<file path="config.mk">
export PLATFORM = sky130hd
export DESIGN_NAME = gpio_port
export DESIGN_NICKNAME = d
export VERILOG_FILES = /design/src/rtl/gpio_pkg.sv /design/src/rtl/gpio_sync.sv /design/src/rtl/gpio_pad_mux.sv /design/src/rtl/gpio_regs.sv /design/src/rtl/gpio_port.sv
export SDC_FILE = /design/constraint.sdc
export NUM_CORES = 1
export LEC_CHECK = 0
export BUFFER_PORTS_ARGS = -buffer_cell sky130_fd_sc_hd__buf_4
export CORE_UTILIZATION = 43
export CTS_CLUSTER_DIAMETER = 50
export DETAILED_ROUTE_END_ITERATION = 10
export GPL_ROUTABILITY_DRIVEN = 0
export PLACE_DENSITY = 0.78
export SLEW_MARGIN = 0
export SYNTH_ARGS = -nofsm -noshare
export SYNTH_HDL_FRONTEND = slang
export SYNTH_SLANG_ARGS = --single-unit
</file>
<file path="constraint.sdc">
create_clock -name clk -period 1.7 [get_ports clk]
set_clock_uncertainty 0.1 [all_clocks]
set_input_delay 0.34 -clock clk [delete_from_list [all_inputs] [get_ports clk]]
set_output_delay 0.34 -clock clk [all_outputs]
set_load 0.02 [all_outputs]
</file>
<file path="src/rtl/gpio_pkg.sv">
package gpio_pkg;
    localparam int unsigned OFS_DIR  = 0;
    localparam int unsigned OFS_PORT = 1;
    localparam int unsigned OFS_LAT  = 2;
endpackage

</file>
<file path="src/rtl/gpio_sync.sv">
module gpio_sync #(
    parameter int unsigned WIDTH = 8
) (
    input  logic             clk,
    input  logic             rst_n,
    input  logic [WIDTH-1:0] din,
    output logic [WIDTH-1:0] dout
);
    typedef struct packed {
        logic [WIDTH-1:0] s1;
        logic [WIDTH-1:0] s2;
    } sync_t;

    sync_t st_d, st_q;

    always_comb begin
        st_d    = st_q;
        st_d.s1 = din;
        st_d.s2 = st_q.s1;
    end

    always_ff @(posedge clk) begin
        if (!rst_n) st_q <= '0;
        else        st_q <= st_d;
    end

    assign dout = st_q.s2;
endmodule

</file>
<file path="src/rtl/gpio_pad_mux.sv">
module gpio_pad_mux #(
    parameter int unsigned       WIDTH     = 8,
    parameter logic [WIDTH-1:0] IMPL_MASK = '1
) (
    input  logic [WIDTH-1:0] dir,
    input  logic [WIDTH-1:0] lat,
    input  logic [WIDTH-1:0] per_en,
    input  logic [WIDTH-1:0] per_drive,
    input  logic [WIDTH-1:0] per_out,
    output logic [WIDTH-1:0] pad_out,
    output logic [WIDTH-1:0] pad_oe
);
    for (genvar b = 0; b < WIDTH; b++) begin : g_bit
        if (IMPL_MASK[b]) begin : g_impl
            logic take;
            assign take       = per_en[b] & per_drive[b];
            assign pad_out[b] = take ? per_out[b] : lat[b];
            assign pad_oe[b]  = take ? 1'b1 : ~dir[b];
        end else begin : g_absent
            assign pad_out[b] = 1'b0;
            assign pad_oe[b]  = 1'b0;
        end
    end
endmodule

</file>
<file path="src/rtl/gpio_regs.sv">
module gpio_regs
    import gpio_pkg::*;
#(
    parameter int unsigned       WIDTH     = 8,
    parameter int unsigned       ADDR_W    = 2,
    parameter logic [WIDTH-1:0] IMPL_MASK = '1
) (
    input  logic              clk,
    input  logic              rst_n,
    input  logic [ADDR_W-1:0] reg_addr,
    input  logic              reg_we,
    input  logic [WIDTH-1:0]  reg_wdata,
    input  logic              reg_re,
    input  logic [WIDTH-1:0]  pin_sync,
    output logic [WIDTH-1:0]  reg_rdata,
    output logic [WIDTH-1:0]  dir,
    output logic [WIDTH-1:0]  lat
);
    typedef struct packed {
        logic [WIDTH-1:0] dir;
        logic [WIDTH-1:0] lat;
        logic [WIDTH-1:0] rdata;
    } regs_t;

    regs_t st_d, st_q;
    logic [WIDTH-1:0] sel;

    always_comb begin
        st_d = st_q;
        unique case (int'(reg_addr))
            OFS_DIR:  sel = st_q.dir;
            OFS_PORT: sel = pin_sync;
            OFS_LAT:  sel = st_q.lat;
            default:  sel = '0;
        endcase
        st_d.rdata = reg_re ? (sel & IMPL_MASK) : '0;
        if (reg_we) begin
            if (int'(reg_addr) == OFS_DIR)
                st_d.dir = reg_wdata & IMPL_MASK;
            if (int'(reg_addr) == OFS_PORT || int'(reg_addr) == OFS_LAT)
                st_d.lat = reg_wdata & IMPL_MASK;
        end
    end

    always_ff @(posedge clk) begin
        if (!rst_n) begin
            st_q.dir   <= IMPL_MASK;
            st_q.lat   <= '0;
            st_q.rdata <= '0;
        end else begin
            st_q <= st_d;
        end
    end

    assign reg_rdata = st_q.rdata;
    assign dir       = st_q.dir;
    assign lat       = st_q.lat;
endmodule

</file>
<file path="src/rtl/gpio_port.sv">
module gpio_port #(
    parameter int unsigned       WIDTH     = 8,
    parameter int unsigned       ADDR_W    = 2,
    parameter logic [WIDTH-1:0] IMPL_MASK = 8'hB7
) (
    input  logic              clk,
    input  logic              rst_n,
    input  logic [ADDR_W-1:0] reg_addr,
    input  logic              reg_we,
    input  logic [WIDTH-1:0]  reg_wdata,
    input  logic              reg_re,
    output logic [WIDTH-1:0]  reg_rdata,
    input  logic [WIDTH-1:0]  pad_in,
    output logic [WIDTH-1:0]  pad_out,
    output logic [WIDTH-1:0]  pad_oe,
    input  logic [WIDTH-1:0]  per_en,
    input  logic [WIDTH-1:0]  per_drive,
    input  logic [WIDTH-1:0]  per_out
);
    logic [WIDTH-1:0] pin_sync, dir, lat;

    gpio_sync #(.WIDTH(WIDTH)) u_sync (
        .clk(clk), .rst_n(rst_n), .din(pad_in), .dout(pin_sync)
    );

    gpio_regs #(.WIDTH(WIDTH), .ADDR_W(ADDR_W), .IMPL_MASK(IMPL_MASK)) u_regs (
        .clk(clk), .rst_n(rst_n), .reg_addr(reg_addr), .reg_we(reg_we),
        .reg_wdata(reg_wdata), .reg_re(reg_re), .pin_sync(pin_sync),
        .reg_rdata(reg_rdata), .dir(dir), .lat(lat)
    );

    gpio_pad_mux #(.WIDTH(WIDTH), .IMPL_MASK(IMPL_MASK)) u_mux (
        .dir(dir), .lat(lat), .per_en(per_en), .per_drive(per_drive),
        .per_out(per_out), .pad_out(pad_out), .pad_oe(pad_oe)
    );
endmodule

</file>
==> key figures <==
CTS
  – Cts bufs inserted: 5
  – Clk sink count: 30
  – Worst-path clk slew: 0.09 ns
  – Max H-tree Level: 2
  – Post-CTS Setup Inserts: 0
  – CTS root buf: clkbuf_4
  – Clock latency on the worst-skew pair: 0.32 ns
  – Post-CTS Hold Buffers: 0
  – CTS Buffer Depth: 2
  – CTS tree: built
  – Post-CTS sizing: 0

Yosys
  – Synth Warn #: 0
  – Top FF cell, synth: dfxtp_1
  – Leading area contributor after synthesis: dfxtp_1
  – Cell area after synthesis: between 1000 and 1500 um^2
  – Syn Area/Cell: roughly 9.9 um^2
  – Number of synthesized flops with an enable pin: 0
  – Dominant cells by area after synthesis: dfxtp_1 (47%), and2_1 (5.9%), mux2_2 (5.3%)
  – Flop and latch count out of synthesis: 30
  – Distinct cells, synth: 21
  – Sequential share of the synthesized area: 47.5%
  – Post-synth top area share: between 40% and 50%
  – Top-count cell post-synth: dfxtp_1
  – Most instantiated cells after synthesis: dfxtp_1 (30), and2_1 (12), nand2_1 (12)
  – Asr flop ratio synth: 0%
  – Gate Count Post-Synth: 128

Worst setup path
  – Setup crit end kind: output port
  – Worst Path Buf+Inv: 1
  – CP Class: flop to output port
  – CP cell instances: mux2_2, buf_4
  – WP data required: 1.26 ns
  – CP max-delay cell: dfxtp_1
  – Crit-path leading delay family: flip-flops
  – Critical Path Max Stage Delay: 0.33 ns
  – Crit start category: flop
  – Max Fanout on Critical Path: 3
  – WP data arrival: 1.07 ns

Detailed routing
  – Remaining DRCs: 0
  – Total Wirelength: roughly 2800 um
  – Post-route ant nets: 0
  – First drt pass iteration count: 4
  – Routed WL per cell: 13.1 um
  – Via count: 1097
  – Drt initial violations: 39
  – Vias per std cell: approximately 5.2

Power
  – Cell Pwr Density: 845 nW/um^2
  – Leakage: 0.852 nW
  – PnR Total Power: 0.00144 W
  – Worst vdd ir: 0.000653 V

Die
  – Die ar.: 3160 um^2
  – Die Y: 56.2 um
  – Initial core utilization: 45.5%
  – Row Count: 19
  – Core Box Area: 2780 um^2
  – Chip Width: 56.2 um
  – Top Ports: 70

Run status
  – Outcome: finished, final reports clean

Cells and area
  – Area of the multi-input gates: around 600 um^2
  – Design area: 1700 um^2
  – Fraction of layout cells with a size suffix above 1: between 30% and 40%
  – Fin cells: between 200 and 250
  – Core Util, Final: 61.2%
  – Fill cell count: 240
  – Area delta synth->final: 34.6%
  – Final net count: 231
  – Register area: ~600 um^2
  – Antenna cells: 0

Place
  – Placed Area: 1640 um^2
  – Hpwl dp: 2110 um
  – Cells after DPL: 205
  – # port buffers: 53

STA
  – Worst-margin pin slew: 0.536 ns
  – Setup-failing EPs final: 0
  – Fmax achieved: 660 MHz
  – Max-slew headroom: 64.3%
  – Period utilization: 89.1%
  – Final hold violation count: 0
  – Min cycle time layout: 1.51 ns
  – Fin. max-slew vios: 0
  – RSZ-0062 raised after global routing: no
  – TNS Setup: 0 ns

Global route
  – Grt total ovfl: 0
  – First-pass GRT wire length: between 4000 and 5000 um
  – Pin count of the biggest net entering global routing: 26
  – All-layer global routing usage: 19.2%
  – Antenna violations before repair: 0
  – Vias in the first global route: between 1000 and 1500

Job
  – Total of max-cap violations: 0

Min path
  – Hold Path Class: input port to flop
[final cells by class]
| cell class | instances | area share [%] |
|---|---|---|
| flip-flops and latches | 30 | 35.3 |
| multi-input cells | 89 | 35.1 |
| repair buffers | 53 | 23.4 |
| clock buffers | 7 | 3.23 |
| well taps | 31 | 2.28 |
| inverters | 2 | 0.441 |
| clock inverters | 1 | 0.294 |
[cells in the final DEF, fill, tap and decap left out]
cell type  count
and2_1        12
and3_1         6
o21ai_0        6
a21oi_1        6
nand2_1       12
mux2_2         6
clkbuf_8       1
and3b_2        6
clkinv_2       1
buf_4         53
clkbuf_1       1
nand3b_1       1
a222oi_1       6
inv_1          2
clkbuf_4       5
dfxtp_1       30
o21a_1         6
ha_1           4
a21boi_0       6
nor2_1         6
conb_1         6
[stage by stage]
step / hold slack (ns) / worst slack (ns)
3_5_place_dp: 0.322 / 0.0545
6_report: 0.124 / 0.185
2_1_floorplan: 0.312 / 0.320
5_1_grt: 0.102 / 0.131
4_1_cts: 0.109 / 0.168
3_3_place_gp: 0.315 / 0.0572
[power breakdown]
group / switching [W] / internal, W / total [W]
Sequential: 0.0000141 / 0.000733 / 0.000747
Combinational: 0.000126 / 0.000135 / 0.000261
Clock: 0.000230 / 0.000200 / 0.000430
Total: 0.000370 / 0.00107 / 0.00144
[path summary, 6_finish.rpt]
path	from	to	slack, ns	depth (start not counted)
min	pad_in[0]	u_sync.st_d[0]	0.12	2
max reg2reg	u_regs.dir[0]	u_regs.reg_rdata[0]	0.69	2
min reg2reg	u_sync.st_d[1]	u_sync.dout[1]	0.34	1
max	u_regs.lat[2]	pad_out[2]	0.19	2
[state kept, by name, indices dropped and copies added, names as in the netlist]
name              count
u_sync.dout           6
u_regs.lat            6
u_regs.reg_rdata      6
u_sync.st_d           6
u_regs.dir            6
[worst register-to-register path: stages, from the launching register on]
cell      delay [ns]
dfxtp_1         0.35
a222oi_1        0.38
nor2_1          0.08
[layer usage]
metal	share of wire, %	GRT usage (%)
met2	56	35.4
met5	0	0
met1	37	19.6
met4	0.82	9.06
met3	6.1	5.81
[cell families (layout without fill, tap and decap cells)]
logic type                 count (synthesis)  count (layout)  share of synthesized area (%)
AOI/OAI and AO/OA                         30              30                           16.6
buffers and inverters                     14              63                           6.73
other                                      1               6                          0.296
muxes                                      6               6                           5.34
adders and majority gates                  4               4                           3.96
and+or+nand+nor                           43              43                           19.6
DFF                                       30              30                           47.5
Note: power is estimated with default switching activity, not from simulation.
